### src/rtl/cmdreg_pkg.sv
package cmdreg_pkg;

    localparam int WORD_W   = 32;
    localparam int LANE_W   = 8;
    localparam int LANES    = WORD_W / LANE_W;
    localparam int NUM_REGS = 3;
    localparam int ADDR_W   = 2;

    typedef enum logic [ADDR_W-1:0] {
        REG_CMD   = 2'd0,
        REG_IRQEN = 2'd1,
        REG_MODE  = 2'd2
    } reg_sel_e;

    localparam logic [WORD_W-1:0] CMD_MASK     = 32'h000F_0F7F;
    localparam logic [WORD_W-1:0] IRQEN_MASK   = 32'h1F7F_7F1F;
    localparam logic [WORD_W-1:0] MODE_MASK    = 32'h3F7F_3F7F;
    localparam logic [WORD_W-1:0] CMD_SELFCLR  = 32'h000F_0F00;

    localparam int CMD_RUN_BIT  = 0;
    localparam int CMD_IEN_BIT  = 1;
    localparam int CMD_TXSP_BIT = 2;
    localparam int CMD_RXSP_BIT = 3;

    typedef struct packed {
        logic run;
        logic int_en;
        logic tx_susp;
        logic rx_susp;
    } cmd_ctl_t;

    function automatic logic [WORD_W-1:0] value_positions();
        logic [WORD_W-1:0] v;
        v = '0;
        for (int l = 0; l < LANES; l++) v[l*LANE_W + LANE_W - 1] = 1'b1;
        return v;
    endfunction

    function automatic logic [WORD_W-1:0] reg_mask(int idx);
        case (idx)
            0:       return CMD_MASK;
            1:       return IRQEN_MASK;
            2:       return MODE_MASK;
            default: return '0;
        endcase
    endfunction

    function automatic logic [WORD_W-1:0] reg_selfclr(int idx);
        return (idx == 0) ? CMD_SELFCLR : '0;
    endfunction

    function automatic cmd_ctl_t decode_cmd(logic [WORD_W-1:0] q);
        cmd_ctl_t c;
        c.run     = q[CMD_RUN_BIT];
        c.int_en  = q[CMD_IEN_BIT];
        c.tx_susp = q[CMD_TXSP_BIT];
        c.rx_susp = q[CMD_RXSP_BIT];
        return c;
    endfunction

endpackage

### src/rtl/cmdreg_lane_merge.sv
module cmdreg_lane_merge #(
    parameter int               LANE_W = 8,
    parameter logic [LANE_W-1:0] IMPL  = '1
) (
    input  logic              en,
    input  logic [LANE_W-1:0] old_bits,
    input  logic [LANE_W-1:0] wr_byte,
    output logic [LANE_W-1:0] new_bits
);
    localparam int SEL_W = LANE_W - 1;

    logic             val;
    logic [SEL_W-1:0] sel;
    logic [SEL_W-1:0] merged;

    always_comb begin
        val    = wr_byte[LANE_W-1];
        sel    = wr_byte[SEL_W-1:0];
        merged = en ? ((old_bits[SEL_W-1:0] & ~sel) | ({SEL_W{val}} & sel))
                    : old_bits[SEL_W-1:0];
        // value-bit position never stores; unimplemented bits forced low
        new_bits = {1'b0, merged} & IMPL;
    end
endmodule

### src/rtl/cmdreg_slice.sv
module cmdreg_slice #(
    parameter int                WORD_W  = cmdreg_pkg::WORD_W,
    parameter int                LANE_W  = cmdreg_pkg::LANE_W,
    parameter logic [WORD_W-1:0] MASK    = '0,
    parameter logic [WORD_W-1:0] SELFCLR = '0
) (
    input  logic                       clk,
    input  logic                       rst,
    input  logic                       wr_hit,
    input  logic [WORD_W/LANE_W-1:0]   wr_strb,
    input  logic [WORD_W-1:0]          wr_data,
    output logic [WORD_W-1:0]          q
);
    localparam int LANES = WORD_W / LANE_W;
    localparam logic [WORD_W-1:0] VALPOS = cmdreg_pkg::value_positions();
    localparam logic [WORD_W-1:0] IMPL   = MASK & ~VALPOS;

    logic [WORD_W-1:0] base;
    logic [WORD_W-1:0] nxt;

    // demand bits decay before any new write is merged in
    assign base = q & ~SELFCLR;

    for (genvar l = 0; l < LANES; l++) begin : g_lane
        cmdreg_lane_merge #(
            .LANE_W (LANE_W),
            .IMPL   (IMPL[l*LANE_W +: LANE_W])
        ) u_merge (
            .en       (wr_hit && wr_strb[l]),
            .old_bits (base[l*LANE_W +: LANE_W]),
            .wr_byte  (wr_data[l*LANE_W +: LANE_W]),
            .new_bits (nxt[l*LANE_W +: LANE_W])
        );

        assert_strobe_low_keeps_R4: assert property (@(posedge clk) disable iff (rst)
            (wr_hit && !wr_strb[l]) |=>
            ((q[l*LANE_W +: LANE_W] & ~SELFCLR[l*LANE_W +: LANE_W]) ==
             $past(q[l*LANE_W +: LANE_W] & ~SELFCLR[l*LANE_W +: LANE_W])));

        assert_select_takes_value_R2: assert property (@(posedge clk) disable iff (rst)
            (wr_hit && wr_strb[l]) |=>
            (((q[l*LANE_W +: LANE_W-1] ^ {(LANE_W-1){$past(wr_data[l*LANE_W+LANE_W-1])}})
              & $past(wr_data[l*LANE_W +: LANE_W-1])
              & IMPL[l*LANE_W +: LANE_W-1]) == '0));
    end

    always_ff @(posedge clk) begin
        if (rst) q <= '0;
        else     q <= nxt;
    end

    assert_unimpl_zero_R3: assert property (@(posedge clk) disable iff (rst)
        (q & ~IMPL) == '0);

    assert_idle_holds_R4: assert property (@(posedge clk) disable iff (rst)
        !wr_hit |=> ((q & ~SELFCLR) == $past(q & ~SELFCLR)));

    assert_demand_decays_R8: assert property (@(posedge clk) disable iff (rst)
        !wr_hit |=> ((q & SELFCLR) == '0));

    assert_reset_clears_R9: assert property (@(posedge clk)
        rst |=> (q == '0));
endmodule

### src/rtl/cmdreg_bank.sv
module cmdreg_bank
    import cmdreg_pkg::*;
(
    input  logic        clk,
    input  logic        rst,
    input  logic        wr_en,
    input  logic [1:0]  wr_addr,
    input  logic [3:0]  wr_strb,
    input  logic [31:0] wr_data,
    input  logic [1:0]  rd_addr,
    output logic [31:0] rd_data,
    output logic [31:0] cmd_q,
    output logic [31:0] irq_en_q,
    output logic [31:0] mode_q,
    output logic        run,
    output logic        int_enable,
    output logic        tx_suspend,
    output logic        rx_suspend
);
    logic [WORD_W-1:0] regs_q [NUM_REGS];
    logic [NUM_REGS-1:0] wr_hit;
    cmd_ctl_t ctl;

    for (genvar g = 0; g < NUM_REGS; g++) begin : g_reg
        assign wr_hit[g] = wr_en && (wr_addr == ADDR_W'(g));

        cmdreg_slice #(
            .WORD_W  (WORD_W),
            .LANE_W  (LANE_W),
            .MASK    (reg_mask(g)),
            .SELFCLR (reg_selfclr(g))
        ) u_slice (
            .clk     (clk),
            .rst     (rst),
            .wr_hit  (wr_hit[g]),
            .wr_strb (wr_strb),
            .wr_data (wr_data),
            .q       (regs_q[g])
        );
    end

    always_comb begin
        rd_data = '0;
        for (int i = 0; i < NUM_REGS; i++)
            if (rd_addr == ADDR_W'(i)) rd_data = regs_q[i];
    end

    assign cmd_q    = regs_q[REG_CMD];
    assign irq_en_q = regs_q[REG_IRQEN];
    assign mode_q   = regs_q[REG_MODE];

    assign ctl        = decode_cmd(cmd_q);
    assign run        = ctl.run;
    assign int_enable = ctl.int_en;
    assign tx_suspend = ctl.tx_susp;
    assign rx_suspend = ctl.rx_susp;

    assert_unmapped_write_R10: assert property (@(posedge clk) disable iff (rst)
        (wr_en && wr_addr == 2'd3) |=>
        ((irq_en_q == $past(irq_en_q)) && (mode_q == $past(mode_q))));
endmodule

### config.mk
export PLATFORM = sky130hd
export DESIGN_NAME = cmdreg_bank
export DESIGN_NICKNAME = d
export VERILOG_FILES = /design/src/rtl/cmdreg_pkg.sv /design/src/rtl/cmdreg_lane_merge.sv /design/src/rtl/cmdreg_slice.sv /design/src/rtl/cmdreg_bank.sv
export SDC_FILE = /design/constraint.sdc
export NUM_CORES = 1
export LEC_CHECK = 0
export BUFFER_PORTS_ARGS = -buffer_cell sky130_fd_sc_hd__buf_2
export CORE_ASPECT_RATIO = 1.2
export CORE_MARGIN = 5
export CORE_UTILIZATION = 30
export CTS_CLUSTER_SIZE = 16
export DETAILED_ROUTE_END_ITERATION = 10
export GPL_TIMING_DRIVEN = 0
export PLACE_DENSITY_LB_ADDON = 0.12
export SYNTH_ARGS = -nofsm -noshare
export SYNTH_HDL_FRONTEND = slang
export SYNTH_HIERARCHICAL = 1
export SYNTH_SLANG_ARGS = --single-unit
### constraint.sdc
create_clock -name clk -period 1.7 [get_ports clk]
set_input_delay 0.34 -clock clk [delete_from_list [all_inputs] [get_ports clk]]
set_output_delay 0.34 -clock clk [all_outputs]
set_load 0.02 [all_outputs]
# Yosys cells after proc, flatten, opt, wreduce, memory -nomap -nowiden
# Cells that the tools add are included.
op_classes:
  addsub: 0
  mul: 0
  bitwise_logic: 32
  div_mod_pow: 0
  muxes: 3
  order_cmp: 0
  n_eq_ne: 4
  shifts: 0
  n_reduce_logical: 18
ops:
  columns: ["operator", "n"]
  rows:
  - ["two-way mux 32 bit", 2]
  - ["bitwise AND 7 bit", 8]
  - ["OR 7 bit", 5]
  - ["inverter 7 bit", 3]
  - ["two-way mux 20 bit", 1]
  - ["bitwise AND 6 bit", 3]
  - ["logical AND 1 bit", 14]
  - ["OR 6 bit", 2]
  - ["bitwise AND 5 bit", 2]
  - ["OR 5 bit", 2]
  - ["bitwise AND 1 x 4 -> 4 bit, first input constant", 2]
  - ["OR 4 bit", 2]
  - ["inverter 6 bit", 1]
  - ["equality test 2 x 1 -> 1 bit, second input constant", 2]
  - ["equality test 2 bit, second input constant", 2]
  - ["logical NOT 2 bit", 2]
  - ["OR reduction 2 bit", 2]
  - ["inverter 1 bit", 2]
totals:
  memories: 0
  output_inout_bits: 132
  ramBits: 0
  latch_bits: 0
  regBits: 65
  wordCells: 68
  rom_bits: 0

# Depth between registers and ports, before layout
# Gate-level depths: netlist of run 1.
logic_depth:
  word_depth: 5
  depth_mapped: 5

# By module
# Netlist of run 1, hierarchy kept.
modules_own_cells:
  columns: ["module", "instances", "cells_each", "area_each_um2"]
  rows:
  - ["cmdreg_slice at g_reg[1].u_slice ...", 2, 71, 888.4]
  - ["cmdreg_slice at g_reg[0].u_slice", 1, 72, 892.1]
  - ["cmdreg_bank", 1, 84, 842.1]
  - ["cmdreg_lane_merge at g_reg[0].u_slice.g_lane[0].u_merge ...", 5, 16, 116.4]
  - ["cmdreg_lane_merge at g_reg[2].u_slice.g_lane[1].u_merge ...", 2, 15, 108.9]
  - ["cmdreg_lane_merge at g_reg[1].u_slice.g_lane[0].u_merge ...", 2, 14, 101.3]
  - ["cmdreg_lane_merge at g_reg[0].u_slice.g_lane[1].u_merge ...", 2, 13, 93.8]
  - ["cmdreg_lane_merge at g_reg[0].u_slice.g_lane[3].u_merge", 1, 9, 63.8]

# Worst setup path before layout of run 1
# OpenSTA, ideal clock, no wires.
synth_timing:
  path_kind: "input to register"
  start: "input wr_addr[1]"
  end: "register g_reg[0].u_slice.q[4]"
  n_path_buf: 0
  required_time_ns: 1.586
  cell_stages: 5
  setup_slack_ns: 0.258
  arrival_ns: 1.329
  path_cell_list: "nor3b_1 and2_1 nand2_1 mux2_1 nor2b_1"
synth_via:
  elab_chain_len: 3
synth_rtl:
  columns: ["element", "line", "source"]
  rows:
  - ["from (decl)", "cmdreg_bank.sv:7", "input logic [1:0] wr_addr,"]
  - ["logical NOT 2 bit", "cmdreg_bank.sv:25", "assign wr_hit[g] = wr_en && (wr_addr == ADDR_W'(g));"]
  - ["logical AND 1 bit", "cmdreg_bank.sv:25", null]
  - ["logical AND 1 bit", "cmdreg_slice.sv:29", ".en (wr_hit && wr_strb[l]),"]
  - ["to (signal assigned)", "cmdreg_slice.sv:49", "else q <= nxt;"]
  - ["to (decl)", "cmdreg_slice.sv:12", "output logic [WORD_W-1:0] q"]
# Every way passes these cells.
# A chain may end at the register's enable or synchronous reset.

# Final worst setup path of run 1
layout_timing:
  start: "input rd_addr[1]"
  end: "output rd_data[25]"
layout_via:
  elab_chain_len: 3
layout_rtl:
  columns: ["element", "line", "source"]
  rows:
  - ["from (decl)", "cmdreg_bank.sv:10", "input logic [1:0] rd_addr,"]
  - ["equality test 2 x 1 -> 1 bit", "cmdreg_bank.sv:45", "if (rd_addr == ADDR_W'(i)) rd_data = regs_q[i];"]
  - ["two-way mux 32 bit", "cmdreg_bank.sv:45", null]
  - ["two-way mux 32 bit *", "cmdreg_bank.sv:45", null]
  - ["to (decl)", "cmdreg_bank.sv:11", "output logic [31:0] rd_data,"]
# Every way passes the cells marked *; elsewhere a longest branch is shown, timed or not.

==> results.json, run 1 <==
{
  "fin_crit_ns": 1.58,
  "pre_cts_slack_ns": -0.263,
  "nFillCells": 1601,
  "cp-start-kind": "input pin",
  "largest-register": "g.u_slice/q",
  "rows": 50,
  "hold_ws_ns": 0.370,
  "first_pass_iters": 4,
  "max_freq_mhz": 631,
  "nNetsFinal": 721,
  "finalHoldViolations": 0,
  "grt_pass1_vias": 3919,
  "cellLeakagePower_nw": 3.17,
  "dpl.hpwl_um": 10400,
  "io_pins": 175,
  "place.gp.congestion": 0.752,
  "syn_area_per_cell_sq_um": 10.1,
  "ant_nets": 0,
  "syn-cell-area_sq_mm": 0.00476,
  "rsz0062_at_grt": "false",
  "die_h_um": 148,
  "place.port_buffers": 171,
  "fin_setup_tns_ns": 0,
  "cts-hold-fix-buffers": 0,
  "utilization_pct": 40.3,
  "max_cap_viol_count": 0,
  "die_x_um": 125,
  "mostFrequentLayoutCells": "buf_2 (172), nor2b_1 (96), dfxtp_1 (96)",
  "drt_iter0_markers": 124,
  "crit_type": "input pin to output port",
  "arrival_ns": 1.24,
  "drc": 0,
  "clkSinkCount": 96,
  "initial_core_util_pct": 30.5,
  "largest_reg_flops": 96,
  "layout_commonest_cell": "buf_2",
  "wl_per_cell_um": 15.5,
  "clkTransAtPathRegs_ns": 0.06,
  "status": "finished, final reports clean",
  "hold_class": "input pin to flop",
  "slew_violations": 0,
  "finalClockSkew_ns": 0,
  "p_seq_share_pct": 45.5,
  "finalWirelength_um": 13800,
  "cts_htree_levels": 3,
  "power_density_mw_per_mm2": 825,
  "final.period_utilization_pct": 93.2,
  "via_per_inst": 4.27,
  "grt_antenna_before_repair": 1,
  "grt_max_degree": 20,
  "clk_latency_ns": 0.33,
  "p_int_w": 0.00391,
  "cp.required_ns": 1.36,
  "switching_share_pct": 24.5,
  "grt.total_usage_pct": 14.9,
  "cp_max_fo": 10,
  "pwr-share-clk_pct": 41.3,
  "grt_pass1_wl_um": 21800,
  "synthCells": 470,
  "cts_root_buf": "clkbuf_16",
  "top_regs": "g.u_slice/q x96",
  "end_kind": "output port",
  "coreArea_sq_mm": 0.0156,
  "syn_to_final_growth_pct": 32.1,
  "p_sw_w": 0.00127,
  "cts_tree": "yes",
  "layout_setup_ws_ns": 0.116,
  "num_vias": 3793,
  "die-area_sq_mm": 0.0185,
  "setup_viol": 0,
  "numCtsBuffers": 9,
  "combPwrFrac_pct": 13.3,
  "grt.overflow.total": 0,
  "cts_buffer_depth": 2,
  "peakVddDrop_v": 0.000471,
  "yosysWarnings": 6,
  "cts_setup_buffers": 0,
  "drive_gt1_share_pct": 37.0,
  "antennaDiodeCount": 0
}
-- layer usage --
layer | part of all wire (%) | up-vias | routed length [um] | track usage, %
li1 | - | 1904 | - | -
met1 | 43 | 1742 | 5950 | 17.9
met2 | 48 | 124 | 6560 | 24.8
met3 | 6.3 | 21 | 864 | 4.70
met4 | 2.6 | 2 | 362 | 6.34
met5 | 0.15 | - | 20 | 0
-- final timing paths --
| path | endpoint | start | depth (start not counted) | slack, ns |
|---|---|---|---|---|
| max reg2reg | g_reg[0].u_slice/q[0]$_SDFF_PP0_ | g_reg[0].u_slice/q[0]$_SDFF_PP0_ | 2 | 0.83 |
| max | rd_data[25] | rd_addr[1] | 6 | 0.12 |
| min reg2reg | g_reg[0].u_slice/q[5]$_SDFF_PP0_ | g_reg[0].u_slice/q[5]$_SDFF_PP0_ | 2 | 0.60 |
| min | g_reg[1].u_slice/q[27]$_SDFF_PP0_ | rst | 2 | 0.37 |
-- timing repair --
| action | in CTS | in global routing |
|---|---|---|
| endpoints found under the hold margin | 0 | 0 |
| resized for setup | 0 | 4 |
| setup endpoints to repair | 0 | 7 |
-- critical path, stage by stage --
cell,delay (ns)
buf_4,0.13
nor2b_4,0.14
buf_6,0.13
buf_6,0.17
o2bb2ai_1,0.14
buf_2,0.19
-- layout make-up --
cell class	count	area [sq um]	area share, %
multi-input combinational	344	2490	39.7
sequential	96	1920	30.6
timing repair buffer	171	856	13.6
buffer	56	443	7.05
tap	208	260	4.14
clock buffer	10	239	3.80
clock inverter	4	70.1	1.12
-- stage by stage --
step,cell area [sq um],std cells,total power (W)
4_1_cts,6280,889,0.00529
6_report,6280,889,0.00518
3_3_place_gp,5970,875,0.00310
2_1_floorplan,4860,496,0.00284
3_5_place_dp,5970,875,0.00310
5_1_grt,6280,889,0.00546
-- power groups by stage --
stage,Combinational (W),Sequential [W],Clock (W)
floorplan,0.000350,0.00249,0
global placement,0.000690,0.00241,0
detailed placement,0.000693,0.00241,0
CTS,0.000695,0.00236,0.00223
global route,0.000751,0.00237,0.00234
finish,0.000687,0.00236,0.00214
Power figures use the tool's default switching activity.
==> run 2, diff against run 1 <==
Settings changed: CORE_MARGIN 5 to 2.
==> run 2 against run 1 <==
Non-clock buffer count unchanged. Via count decreased by 0.53%. Setup slack got worse by 0.011 ns. Clock skew unchanged. Fmax decreased by 0.66%. Cell area increased by 0.20%. Register-to-register slack about the same. Die area decreased by 8.7%. Sequential share of layout area decreased by 0.061 points. Critical path type unchanged. Critical endpoint is now rd_data[24].
==> results.json, run 2 (synthesized netlist as in run 1, its figures left out) <==
{
  "grt_max_degree": 20,
  "max_freq_mhz": 627,
  "die_x_um": 119,
  "tightestPinTransition_ns": 0.601,
  "coreArea_sq_mm": 0.0156,
  "setup_viol": 0,
  "dpl.hpwl_um": 9610,
  "clkTransAtPathRegs_ns": 0.06,
  "relSlewSlack_pct": 59.9,
  "utilization_pct": 40.4,
  "arrival_ns": 1.25,
  "cts-hold-fix-buffers": 0,
  "grt.total_usage_pct": 15.7,
  "clk_latency_ns": 0.34,
  "p_seq_share_pct": 45.3,
  "pre_cts_slack_ns": -0.275,
  "cp.required_ns": 1.36,
  "first_pass_iters": 4,
  "place.gp.congestion": 0.775,
  "final.period_utilization_pct": 93.8,
  "p_sw_w": 0.00128,
  "finalClockSkew_ns": 0,
  "layout_setup_ws_ns": 0.105,
  "grt_antenna_before_repair": 0,
  "place.port_buffers": 171,
  "finalWirelength_um": 13100,
  "crit_type": "input pin to output port",
  "syn_to_final_growth_pct": 32.3,
  "cts_root_buf": "clkbuf_16",
  "finalHoldViolations": 0,
  "largest-register": "g.u_slice/q",
  "cellLeakagePower_nw": 3.17,
  "nNetsFinal": 721,
  "p_int_w": 0.00394,
  "initial_core_util_pct": 30.5,
  "wl_per_cell_um": 14.7,
  "rsz0062_at_grt": "false",
  "power_density_mw_per_mm2": 828,
  "cts_resized": 0,
  "cp_max_fo": 10,
  "peakVddDrop_v": 0.000533,
  "switching_share_pct": 24.5,
  "num_vias": 3773,
  "cts_setup_buffers": 0,
  "max_cap_viol_count": 0,
  "cts_htree_levels": 3,
  "drt_iter0_markers": 140,
  "mostFrequentLayoutCells": "buf_2 (172), nor2b_1 (96), dfxtp_1 (96)",
  "grt.overflow.total": 0,
  "fin_crit_ns": 1.59,
  "fin_setup_tns_ns": 0,
  "combPwrFrac_pct": 13.1,
  "clkSinkCount": 96,
  "cp-start-kind": "input pin",
  "hold_class": "input pin to flop",
  "top_regs": "g.u_slice/q x96",
  "ant_nets": 0,
  "end_kind": "output port",
  "grt_pass1_wl_um": 20500,
  "via_per_inst": 4.23,
  "pwr-share-clk_pct": 41.6,
  "largest_reg_flops": 96,
  "drc": 0,
  "die_h_um": 142,
  "cts_buffer_depth": 2,
  "layout_commonest_cell": "buf_2",
  "io_pins": 175,
  "rows": 50,
  "cts_tree": "yes",
  "status": "finished, final reports clean",
  "die-area_sq_mm": 0.0169,
  "drive_gt1_share_pct": 36.7,
  "numCtsBuffers": 9,
  "grt_pass1_vias": 3741,
  "slew_violations": 0
}
==> run 2: cell types whose count changed in the layout (fill, tap and decap cells not counted) <==
cell,change
diode_2,+1
clkbuf_2,-1
clkbuf_1,+4
nor3b_2,+1
clkinv_2,-1
nor3b_1,-1
==> run 2: final cells by class <==
class,count,area (sq um)
Sequential cell,96,1920
Antenna cell,1,2.50
Clock buffer,13,250
Buffer,56,442
Multi-Input combinational cell,344,2500
Fill cell,1593,9280
Tap cell,208,260
Timing Repair Buffer,171,856
Clock inverter,3,65.1
==> run 2: layer usage <==
layer,wire (um),vias up,track usage (%)
met1,5820,1733,19.8
met3,797,12,3.89
met5,0,-,0
li1,-,1904,-
met4,197,0,5.83
met2,6250,124,26.0
==> run 2: critical path, cell delays in order <==
cell	delay [ns]
buf_4	0.13
clkbuf_1	0.48
o2bb2ai_1	0.12
buf_2	0.18
==> run 2: path summary, 6_finish.rpt <==
check	startpoint	end	slack, ns	depth (start not counted)
setup / recovery	rd_addr[1]	rd_data[24]	0.11	4
hold reg to reg	g_reg[0].u_slice/q[6]$_SDFF_PP0_	g_reg[0].u_slice/q[6]$_SDFF_PP0_	0.61	2
hold / removal	rst	g_reg[2].u_slice/q[27]$_SDFF_PP0_	0.36	2
setup reg to reg	g_reg[0].u_slice/q[0]$_SDFF_PP0_	g_reg[0].u_slice/q[0]$_SDFF_PP0_	0.82	2
==> run 2: through the flow <==
| stage | hold WS, ns | total power [W] | instance area, sq um | instances |
|---|---|---|---|---|
| after global placement | 0.585 | 0.00309 | 5970 | 875 |
| after detailed placement | 0.593 | 0.00310 | 5970 | 875 |
| after floorplan | 0.412 | 0.00284 | 4860 | 496 |
| after global routing | 0.405 | 0.00545 | 6290 | 891 |
| after CTS | 0.364 | 0.00531 | 6290 | 891 |
| final | 0.363 | 0.00521 | 6300 | 892 |
==> run 2: power groups by stage <==
stage          clock network, W  logic (W)  registers, W
2_1_floorplan                 0   0.000350       0.00249
3_3_place_gp                  0   0.000685       0.00241
3_5_place_dp                  0   0.000686       0.00241
4_1_cts                 0.00226   0.000689       0.00236
5_1_grt                 0.00234   0.000748       0.00237
6_report                0.00217   0.000682       0.00236
